## src/rtl/mflag_pkg.sv

```systemverilog
package mflag_pkg;

    // Flag bit positions inside the flag word
    localparam int POS_CARRY  = 0;
    localparam int POS_PARITY = 2;
    localparam int POS_XCARRY = 3;
    localparam int POS_AUX    = 4;
    localparam int POS_XZERO  = 5;
    localparam int POS_ZERO   = 6;
    localparam int POS_SIGN   = 7;
    localparam int POS_OVFL   = 11;

    // Highest position used; the flag word must be wider than this
    localparam int POS_TOP    = POS_OVFL;

    // Operand width codes
    typedef enum logic [1:0] {
        SIZE_8  = 2'd0,
        SIZE_16 = 2'd1,
        SIZE_32 = 2'd2,
        SIZE_64 = 2'd3
    } size_e;

    // Freshly computed flag values, before masking
    typedef struct packed {
        logic carry;
        logic parity;
        logic xcarry;
        logic aux;
        logic xzero;
        logic zero;
        logic sign;
        logic ovfl;
    } flag_calc_t;

    // Even number of ones in a byte
    function automatic logic even_ones(input logic [7:0] v);
        return ~(^v);
    endfunction

endpackage

```

## src/rtl/mflag_width_view.sv

```systemverilog
module mflag_width_view #(
    parameter int DATA_W    = 64,
    parameter int NUM_SIZES = 4,
    parameter int SEL_W     = 2
) (
    input  logic [DATA_W-1:0] op_a,
    input  logic [DATA_W-1:0] op_b,
    input  logic [DATA_W-1:0] result,
    input  logic [SEL_W-1:0]  size_sel,
    output logic [DATA_W-1:0] a_trim,
    output logic [DATA_W-1:0] b_trim,
    output logic              a_top,
    output logic              b_top,
    output logic              r_top,
    output logic              r_zero
);

    logic [DATA_W-1:0]    lane_mask [NUM_SIZES];
    logic [NUM_SIZES-1:0] a_top_at;
    logic [NUM_SIZES-1:0] b_top_at;
    logic [NUM_SIZES-1:0] r_top_at;
    logic [NUM_SIZES-1:0] r_zero_at;

    for (genvar g = 0; g < NUM_SIZES; g++) begin : g_size
        localparam int W = 8 << g;
        if (W >= DATA_W) begin : g_full
            assign lane_mask[g] = '1;
        end else begin : g_part
            assign lane_mask[g] = {{(DATA_W-W){1'b0}}, {W{1'b1}}};
        end
        assign a_top_at[g]  = op_a[W-1];
        assign b_top_at[g]  = op_b[W-1];
        assign r_top_at[g]  = result[W-1];
        assign r_zero_at[g] = ~(|result[W-1:0]);
    end

    always_comb begin
        a_trim = op_a & lane_mask[size_sel];
        b_trim = op_b & lane_mask[size_sel];
        a_top  = a_top_at[size_sel];
        b_top  = b_top_at[size_sel];
        r_top  = r_top_at[size_sel];
        r_zero = r_zero_at[size_sel];
    end

endmodule

```

## src/rtl/mflag_arith.sv

```systemverilog
module mflag_arith #(
    parameter int DATA_W    = 64,
    parameter int NUM_SIZES = 4,
    parameter int SEL_W     = 2
) (
    input  logic [DATA_W-1:0] a_trim,
    input  logic [DATA_W-1:0] b_trim,
    input  logic              a_top,
    input  logic              b_top,
    input  logic              r_top,
    input  logic              is_sub,
    input  logic [SEL_W-1:0]  size_sel,
    output logic              carry_raw,
    output logic              aux_raw,
    output logic              ovfl
);

    localparam int SUM_W = DATA_W + 1;

    logic [SUM_W-1:0]     sum_full;
    logic [4:0]           nib_sum;
    logic [NUM_SIZES-1:0] carry_at;

    // One shared adder on width-trimmed operands: bit W of the sum is
    // the carry out of bit W-1 at every selectable width.
    assign sum_full = {1'b0, a_trim} + {1'b0, b_trim} + {{DATA_W{1'b0}}, is_sub};

    for (genvar g = 0; g < NUM_SIZES; g++) begin : g_cout
        localparam int W = 8 << g;
        localparam logic [SUM_W-1:0] PICK = SUM_W'(1) << W;
        assign carry_at[g] = |(sum_full & PICK);
    end

    assign nib_sum = {1'b0, a_trim[3:0]} + {1'b0, b_trim[3:0]} + {4'd0, is_sub};

    always_comb begin
        carry_raw = carry_at[size_sel];
        aux_raw   = |(nib_sum & 5'b10000);
        // carry into the top bit is a ^ b ^ result at that bit;
        // overflow is carry-in differing from carry-out there
        ovfl      = a_top ^ b_top ^ r_top ^ carry_raw;
    end

endmodule

```

## src/rtl/mflag_result_flags.sv

```systemverilog
module mflag_result_flags (
    input  logic [7:0] r_low,
    input  logic       r_top,
    input  logic       r_zero,
    output logic       parity,
    output logic       zero,
    output logic       sign
);
    import mflag_pkg::*;

    always_comb begin
        parity = even_ones(r_low);
        zero   = r_zero;
        sign   = r_top;
    end

endmodule

```

## src/rtl/mflag_merge.sv

```systemverilog
module mflag_merge #(
    parameter int FLAG_W = 16
) (
    input  logic [FLAG_W-1:0]     old_flags,
    input  logic [FLAG_W-1:0]     upd_mask,
    input  mflag_pkg::flag_calc_t calc,
    output logic [FLAG_W-1:0]     flags_next
);
    import mflag_pkg::*;

    logic [FLAG_W-1:0] fresh;

    always_comb begin
        fresh             = '0;
        fresh[POS_CARRY]  = calc.carry;
        fresh[POS_PARITY] = calc.parity;
        fresh[POS_XCARRY] = calc.xcarry;
        fresh[POS_AUX]    = calc.aux;
        fresh[POS_XZERO]  = calc.xzero;
        fresh[POS_ZERO]   = calc.zero;
        fresh[POS_SIGN]   = calc.sign;
        fresh[POS_OVFL]   = calc.ovfl;
        flags_next        = (old_flags & ~upd_mask) | (fresh & upd_mask);
    end

endmodule

```

## src/rtl/mflag_unit.sv

```systemverilog
module mflag_unit #(
    parameter int DATA_W  = 64,
    parameter int FLAG_W  = 16,
    parameter bit OUT_REG = 1'b1
) (
    input  logic              clk,
    input  logic              rst,
    input  logic [FLAG_W-1:0] old_flags,
    input  logic [FLAG_W-1:0] upd_mask,
    input  logic [DATA_W-1:0] op_a,
    input  logic [DATA_W-1:0] op_b,
    input  logic [DATA_W-1:0] result,
    input  logic              is_sub,
    input  logic [1:0]        size_sel,
    output logic [FLAG_W-1:0] flags_out
);
    import mflag_pkg::*;

    localparam int NUM_SIZES = $clog2(DATA_W / 8) + 1;
    localparam int SEL_W     = 2;

    logic [DATA_W-1:0] a_trim;
    logic [DATA_W-1:0] b_trim;
    logic              a_top;
    logic              b_top;
    logic              r_top;
    logic              r_zero;
    logic              carry_raw;
    logic              aux_raw;
    logic              ovfl;
    logic              parity;
    logic              zero;
    logic              sign;
    flag_calc_t        calc;
    logic [FLAG_W-1:0] flags_next;

    mflag_width_view #(
        .DATA_W    (DATA_W),
        .NUM_SIZES (NUM_SIZES),
        .SEL_W     (SEL_W)
    ) u_view (
        .op_a     (op_a),
        .op_b     (op_b),
        .result   (result),
        .size_sel (size_sel),
        .a_trim   (a_trim),
        .b_trim   (b_trim),
        .a_top    (a_top),
        .b_top    (b_top),
        .r_top    (r_top),
        .r_zero   (r_zero)
    );

    mflag_arith #(
        .DATA_W    (DATA_W),
        .NUM_SIZES (NUM_SIZES),
        .SEL_W     (SEL_W)
    ) u_arith (
        .a_trim    (a_trim),
        .b_trim    (b_trim),
        .a_top     (a_top),
        .b_top     (b_top),
        .r_top     (r_top),
        .is_sub    (is_sub),
        .size_sel  (size_sel),
        .carry_raw (carry_raw),
        .aux_raw   (aux_raw),
        .ovfl      (ovfl)
    );

    mflag_result_flags u_res (
        .r_low  (result[7:0]),
        .r_top  (r_top),
        .r_zero (r_zero),
        .parity (parity),
        .zero   (zero),
        .sign   (sign)
    );

    always_comb begin
        calc.carry  = carry_raw ^ is_sub;
        calc.parity = parity;
        calc.xcarry = carry_raw;
        calc.aux    = aux_raw ^ is_sub;
        calc.xzero  = zero;
        calc.zero   = zero;
        calc.sign   = sign;
        calc.ovfl   = ovfl;
    end

    mflag_merge #(
        .FLAG_W (FLAG_W)
    ) u_merge (
        .old_flags  (old_flags),
        .upd_mask   (upd_mask),
        .calc       (calc),
        .flags_next (flags_next)
    );

    if (OUT_REG) begin : g_reg
        always_ff @(posedge clk) begin
            if (rst) flags_out <= '0;
            else     flags_out <= flags_next;
        end
    end else begin : g_comb
        assign flags_out = flags_next;
    end

endmodule

```

## config.mk

```make
export PLATFORM = sky130hd
export DESIGN_NAME = mflag_unit
export DESIGN_NICKNAME = d
export VERILOG_FILES = /design/src/rtl/mflag_pkg.sv /design/src/rtl/mflag_width_view.sv /design/src/rtl/mflag_arith.sv /design/src/rtl/mflag_result_flags.sv /design/src/rtl/mflag_merge.sv /design/src/rtl/mflag_unit.sv
export SDC_FILE = /design/constraint.sdc
export NUM_CORES = 1
export LEC_CHECK = 0
export ABC_CLOCK_PERIOD_IN_PS = 3100
export BUFFER_PORTS_ARGS = -buffer_cell sky130_fd_sc_hd__buf_2
export CAP_MARGIN = 20
export CORE_MARGIN = 10
export CORE_UTILIZATION = 37
export CTS_CLUSTER_SIZE = 16
export DETAILED_ROUTE_END_ITERATION = 7
export MAX_ROUTING_LAYER = met4
export PLACE_DENSITY = 0.78
export SLEW_MARGIN = 20
export SYNTH_ARGS = -nofsm -noshare
export SYNTH_HDL_FRONTEND = slang
export SYNTH_SLANG_ARGS = --single-unit
```

## constraint.sdc

```tcl
create_clock -name clk -period 3.1 [get_ports clk]
set_input_delay 0.465 -clock clk [delete_from_list [all_inputs] [get_ports clk]]
set_output_delay 0.465 -clock clk [all_outputs]
set_load 0.05 [all_outputs]
```

Word-level counts from Yosys, hierarchy flattened
Cells that the tools add are included.
{"block": "totals", "ff_bits": 16, "in_bits": 229, "elab_cells": 42, "output_inout_bits": 16}
{"block": "op_classes", "n_reduce_logical": 5, "magnitude_cmp": 2, "bitwise": 17, "add_sub_neg": 4, "muxes": 13}
{"op": "64-bit AND", "count": 2}
{"op": "64-bit binary-select mux with 2-bit select", "count": 1}
{"op": "64-bit 2-to-1 mux", "count": 2}
{"op": "64-bit by 64-bit adder with 65-bit output", "count": 1}
{"op": "65-bit by 1-bit adder with 65-bit output", "count": 1}
{"op": "64-bit OR reduction", "count": 1}
{"op": "32-bit OR reduction", "count": 1}
{"op": "12-bit by 16-bit AND with 16-bit output", "count": 1}
{"op": "16-bit AND", "count": 1}
{"op": "16-bit NOT", "count": 1}
{"op": "16-bit OR", "count": 1}
{"op": "16-bit OR reduction", "count": 1}
{"op": "1-bit binary-select mux with 2-bit select", "count": 5}
{"op": "8-bit OR reduction", "count": 1}
{"op": "8-bit parity", "count": 1}
{"op": "4-bit by 4-bit adder with 5-bit output", "count": 1}
{"op": "5-bit by 1-bit adder with 5-bit output", "count": 1}
{"op": "1-bit 2-to-1 mux", "count": 5}
{"op": "1-bit NOT", "count": 5}
{"op": "1-bit XOR", "count": 5}
{"op": "3-bit >= comparator, second input constant", "count": 1}
{"op": "2-bit by 3-bit less-than comparator with 1-bit output, second input constant", "count": 1}
{"op": "2-bit NOT with 3-bit output", "count": 1}

Longest topological paths before layout
{"block": "depth", "depth_word": 12, "ltp_mapped": 13, "depth_no_buf": 11}

Cells and area by module
Synthesis repeated with hierarchy kept, for this count alone.
{"block": "hier_totals", "cells_unflattened": 420, "area_unflattened_um2": 3402.0}
{"mod": "mflag_arith", "area_per_inst_um2": 1520.2, "cells_each": 182, "n_inst": 1}
{"mod": "mflag_width_view", "area_per_inst_um2": 1153.6, "cells_each": 178, "n_inst": 1}
{"mod": "mflag_unit", "area_per_inst_um2": 481.7, "cells_each": 35, "n_inst": 1}
{"mod": "mflag_merge", "area_per_inst_um2": 170.2, "cells_each": 16, "n_inst": 1}
{"mod": "mflag_result_flags", "area_per_inst_um2": 76.3, "cells_each": 9, "n_inst": 1}

Least setup slack after synthesis
OpenSTA, ideal clock, no wires.
{"block": "synth_path", "kind": "in2reg", "startpoint": "input size_sel[0]", "endpoint": "register flags_out[11]", "setup_ps": 79, "path_buffers": 2, "stages": 12, "required_time_ps": 3021, "arrival_time_ps": 3184, "slack_ps": -163, "path_cell_list": "clkbuf_4 nor2_1 clkbuf_1 nor2b_1 ha_1 and4_1 a221oi_2 nand2_1 xor2_1 a31o_1 or4b_1 o211ai_1"}
{"block": "synth_via", "elab_chain_len": 12}
{"element": "start, declared", "line": "mflag_unit.sv:14", "text": "input logic [1:0] size_sel,"}
{"element": "2-bit NOT with 3-bit output (implied by the code)", "line": "mflag_width_view.sv:38, mflag_width_view.sv:39"}
{"element": "64-bit binary-select mux with 2-bit select", "line": "mflag_width_view.sv:38, mflag_width_view.sv:39"}
{"element": "64-bit 2-to-1 mux (implied by the code) (2 in series)", "line": "mflag_width_view.sv:38, mflag_width_view.sv:39"}
{"element": "64-bit AND (on tied branches)", "line": "mflag_width_view.sv:38, mflag_width_view.sv:39"}
{"element": "64-bit by 64-bit adder with 65-bit output", "line": "mflag_arith.sv:26", "text": "assign sum_full = {1'b0, a_trim} + {1'b0, b_trim} + {{DATA_W{1'b0}}, is_sub};"}
{"element": "65-bit by 1-bit adder with 65-bit output", "line": "mflag_arith.sv:26"}
{"element": "1-bit binary-select mux with 2-bit select", "line": "mflag_arith.sv:37", "text": "carry_raw = carry_at[size_sel];"}
{"element": "1-bit 2-to-1 mux (implied by the code)", "line": "mflag_arith.sv:37"}
{"element": "1-bit XOR *", "line": "mflag_arith.sv:41", "text": "ovfl = a_top ^ b_top ^ r_top ^ carry_raw;"}
{"element": "12-bit by 16-bit AND with 16-bit output *", "line": "mflag_merge.sv:23", "text": "flags_next = (old_flags & ~upd_mask) | (fresh & upd_mask);"}
{"element": "16-bit OR *", "line": "mflag_merge.sv:23"}
{"element": "end signal, assigned", "line": "mflag_unit.sv:103", "text": "else flags_out <= flags_next;"}
{"element": "end, declared", "line": "mflag_unit.sv:15", "text": "output logic [FLAG_W-1:0] flags_out"}
Every way passes the cells marked *; elsewhere a longest branch is shown, timed or not. The select of a mux whose other input is x is not followed.
A chain may end at the register's enable or synchronous reset.

Worst setup path after layout
{"block": "layout_path", "startpoint": "input size_sel[1]", "endpoint": "register flags_out[0]"}
{"block": "layout_via", "elab_chain_len": 12}
{"element": "2-bit NOT with 3-bit output (implied by the code)", "line": "mflag_width_view.sv:38, mflag_width_view.sv:39"}
{"element": "64-bit binary-select mux with 2-bit select", "line": "mflag_width_view.sv:38, mflag_width_view.sv:39"}
{"element": "64-bit 2-to-1 mux (implied by the code) (2 in series)", "line": "mflag_width_view.sv:38, mflag_width_view.sv:39"}
{"element": "64-bit AND (on tied branches)", "line": "mflag_width_view.sv:38, mflag_width_view.sv:39"}
{"element": "64-bit by 64-bit adder with 65-bit output", "line": "mflag_arith.sv:26"}
{"element": "65-bit by 1-bit adder with 65-bit output", "line": "mflag_arith.sv:26"}
{"element": "1-bit binary-select mux with 2-bit select *", "line": "mflag_arith.sv:37"}
{"element": "1-bit 2-to-1 mux (implied by the code) *", "line": "mflag_arith.sv:37"}
{"element": "1-bit XOR *", "line": "mflag_unit.sv:81", "text": "calc.carry = carry_raw ^ is_sub;"}
{"element": "12-bit by 16-bit AND with 16-bit output *", "line": "mflag_merge.sv:23"}
{"element": "16-bit OR *", "line": "mflag_merge.sv:23"}
Marks and branches as above.

==> results.txt <==
----------------------------------------------------
[Status]
  Run status ... completed

[Yosys]
  Post-synthesis instance total ... 404
  Sequential area share after synthesis ... 0.100
  Post-synth EDFFs ... 0
  Synth warn ... 0
  Share of the synthesized netlist area taken by xor and xnor gates ... 0.0220
  Area fraction in compound gates after synthesis ... 0.146
  Largest family of logic cells by synthesized area ... simple AND/OR/NAND/NOR gates
  Top flip-flop cell by instance count after synthesis ... sky130_fd_sc_hd__dfxtp_1
  Number of distinct library cell variants in the gate-level netlist after synthesis ... 46
  Flop and latch count out of synthesis ... 16
  Simple-gate share of the synthesized area ... 0.383
  Fraction of synthesized area in multiplexers ... 0.0369
  Netlist area before placement ... 3190 µm²
  Avg Inst Size Synth ... 7.89 µm²
  Fraction of the mapped netlist area in adder cells ... 0.267
  Proportion of register bits with asynchronous set or reset after synthesis ... 0
  Syn nets ... 701

[Floorplan]
  Placeable core region ... 8300 µm²
  Effective utilization at floorplan ... 0.384
  Top-level port count ... 245
  Standard-cell rows ... 33
  Overall die height ... 113 µm
  Width of the chip ... 113 µm
  Total Die Area ... 12700 µm²

[Detailed routing]
  Detailed-route via count ... 4027
  Routed length per instance ... 18.1 µm
  Number of vias per cell ... 5.38
  Iteration count of the initial detailed-routing pass ... 4
  Initial DRC Count ... 167
  Post-DRT Antenna Nets ... 0
  Drt total wl ... 13600 µm
  DR DRC count ... 0

[Global route]
  Vias in the first global route ... 4153
  Combined global-route utilization of all metal layers ... 0.198
  Pin count of the biggest net entering global routing ... 40
  Global-route wire length before repair ... 20400 µm
  Overall overflow remaining after global route ... 0
  Antenna violations before repair ... 1

[Critical path]
  Critical path data required time ... 3.29 ns
  Beginning of the critical path ... size_sel[1]
  Maximum fanout along the worst path ... 39
  Type of the worst setup path ... primary input to register
  Crit path to ... flags_out[0]
  Arrival time of data at the critical path endpoint ... 3.06 ns
  Crit. End Element ... register
  Critical path startpoint category ... primary input

[Clocking]
  H-tree levels ... 1
  Max Root-Sink Buffers ... 2
  Number of instances resized during post-cts repair ... 0
  Hold-fix buffers at CTS ... 0
  Sinks on the clock net ... 16
  Clock Tree Root ... sky130_fd_sc_hd__clkbuf_8
  Post-CTS Setup Repair Bufs ... 0
  CTS clk-pin slew, worst paths ... 0.06 ns
  Num CTS Buffers ... 3
  TritonCTS clock tree ... done

[Final layout]
  Post-layout nets ... 940
  Share of post-route cells with drive strength above 1 ... 0.427
  Design area ... 4650 µm²
  Layout Area Growth over Synthesis ... 45.8%
  Number of flip-flops in the largest register ... 16
  Fillcell total ... 825
  Final cell count without fillers ... 748
  Top reg by flops ... flags_out
  Regs by FF count ... flags_out: 16 flops
  Post-route core utilization ... 0.560

[Placed design]
  Count of port buffers added during placement ... 244
  Area post-placement ... 4590 µm²
  Detailed placement HPWL ... 12300 µm
  Global placer's final weighted congestion ... 0.894
  Placed Cells incl. Taps ... 743

[Power]
  PD cells ... 202 nW/µm²
  P_leak ... 0.00279 µW
  Worst vdd rail ir drop ... 0.0981 mV
  Power Total ... 939 µW

[STA]
  Hold violation count in the final report ... 0
  Highest achievable clock rate ... 349 MHz
  Final cycle utilization of the critical path ... 0.925
  Minimum clock period after layout ... 2.87 ns
  Final setup fails ... 0
  Slew of the pin with the lowest slew margin ... 0.475 ns
  Number of slew-limit violations in the final report ... 0
  RSZ-0062 raised after global routing ... false
  Max transition margin ... 0.680
  Final total negative setup slack ... 0 ns

[Run]
  Maxcap violations ... 0

[Min path]
  Class of the tightest hold or removal check ... primary input to register

----------------------------------------------------
## power by group
group	leakage [µW]	switching, µW	internal, µW
combinational	0.00263	271	262
clock	0.0000288	70.4	113
sequential	0.000132	3.25	220
## Yosys cell counts (2+ instances only)
cell	instances	area share
sky130_fd_sc_hd__nor3b_1	11	0.026
sky130_fd_sc_hd__a21o_1	8	0.019
sky130_fd_sc_hd__a221oi_1	3	0.0082
sky130_fd_sc_hd__ha_1	68	0.27
sky130_fd_sc_hd__a21oi_1	24	0.038
sky130_fd_sc_hd__inv_1	13	0.015
sky130_fd_sc_hd__a211oi_2	3	0.012
sky130_fd_sc_hd__nand2_1	18	0.021
sky130_fd_sc_hd__nor3_1	3	0.0047
sky130_fd_sc_hd__mux4_2	3	0.021
sky130_fd_sc_hd__nand4_1	9	0.018
sky130_fd_sc_hd__nand3_1	4	0.0063
sky130_fd_sc_hd__nor2_1	15	0.018
sky130_fd_sc_hd__o22ai_1	2	0.0039
sky130_fd_sc_hd__dfxtp_1	16	0.10
sky130_fd_sc_hd__clkbuf_1	19	0.022
sky130_fd_sc_hd__xnor2_1	4	0.011
sky130_fd_sc_hd__o21ai_1	4	0.0063
sky130_fd_sc_hd__a221oi_2	2	0.0094
sky130_fd_sc_hd__nor4_1	15	0.029
sky130_fd_sc_hd__and2_1	33	0.065
sky130_fd_sc_hd__nor2b_1	16	0.031
sky130_fd_sc_hd__and4_1	9	0.025
sky130_fd_sc_hd__xor2_1	4	0.011
sky130_fd_sc_hd__and3_1	64	0.13
sky130_fd_sc_hd__o211ai_1	2	0.0047
sky130_fd_sc_hd__o21ai_0	9	0.014
sky130_fd_sc_hd__mux2i_1	5	0.016
## how the worst min path moves through the flow
stage / from / end / slack [ns] / cells after the start
after global routing: upd_mask[8] / flags_out[8] / 0.37 / 2
after CTS: upd_mask[13] / flags_out[13] / 0.36 / 2
final: upd_mask[13] / flags_out[13] / 0.37 / 2
after floorplan: upd_mask[10] / flags_out[10] / 0.54 / 1
after detailed placement: upd_mask[13] / flags_out[13] / 0.63 / 2
after global placement: upd_mask[12] / flags_out[12] / 0.63 / 2
## layout make-up
class,instances,area (µm²),area share
Multi-Input combinational cell,353,2730,0.587
Timing Repair Buffer,256,1360,0.293
Sequential cell,16,320,0.0689
Tap cell,105,131,0.0283
Clock buffer,4,55.1,0.0118
Inverter,13,48.8,0.0105
Antenna cell,1,2.50,0.000538
## layout by cell type (no fill, tap or decap), types with 11 or more instances in the layout
master | netlist | layout
sky130_fd_sc_hd__a21oi_1 | 24 | 24
sky130_fd_sc_hd__and2_1 | 33 | 33
sky130_fd_sc_hd__nor2_1 | 15 | 14
sky130_fd_sc_hd__nor2b_1 | 16 | 16
sky130_fd_sc_hd__nand2_1 | 18 | 18
sky130_fd_sc_hd__and3_1 | 64 | 64
sky130_fd_sc_hd__nor3b_1 | 11 | 11
sky130_fd_sc_hd__inv_1 | 13 | 13
sky130_fd_sc_hd__nor4_1 | 15 | 15
sky130_fd_sc_hd__ha_1 | 68 | 68
sky130_fd_sc_hd__dfxtp_1 | 16 | 16
sky130_fd_sc_hd__buf_2 | 1 | 244
## cells by family (layout without fill, tap and decap cells)
family	after synthesis	after routing
adder cells (fa/ha/maj)	68	68
buffers and inverters	35	273
AO/OA/AOI/OAI	67	67
other	0	1
XOR/XNOR	8	8
flip-flops	16	16
multiplexers	8	8
AND/OR/NAND/NOR	202	202
## metal layers
metal  track usage  up-vias  wire length [µm]
li1              -     1997                 -
met1         0.222     1858              5240
met2         0.361      157              7080
met3        0.0301       15              1020
met4        0.0440        0               210
met5             -        -                 0
## per-stage QoR
stage / setup WS, ns / hold WS, ns
4_1_cts: 0.254 / 0.362
3_5_place_dp: 0.00464 / 0.630
6_report: 0.233 / 0.365
5_1_grt: 0.0360 / 0.373
2_1_floorplan: 0.00900 / 0.541
3_3_place_gp: 0.0385 / 0.628
## worst max-delay path, stage by stage
cell and delay [ns]:
sky130_fd_sc_hd__buf_2 0.15, sky130_fd_sc_hd__buf_12 0.16, sky130_fd_sc_hd__buf_12 0.15, sky130_fd_sc_hd__and3_1 0.17
sky130_fd_sc_hd__ha_1 0.29, sky130_fd_sc_hd__a21o_1 0.16, sky130_fd_sc_hd__a21o_1 0.17, sky130_fd_sc_hd__a221oi_1 0.27
sky130_fd_sc_hd__o22ai_1 0.14, sky130_fd_sc_hd__a31oi_2 0.20, sky130_fd_sc_hd__a211oi_2 0.14, sky130_fd_sc_hd__or4_1 0.51
sky130_fd_sc_hd__nand3_1 0.08
Note: power is estimated with default switching activity, not from simulation.
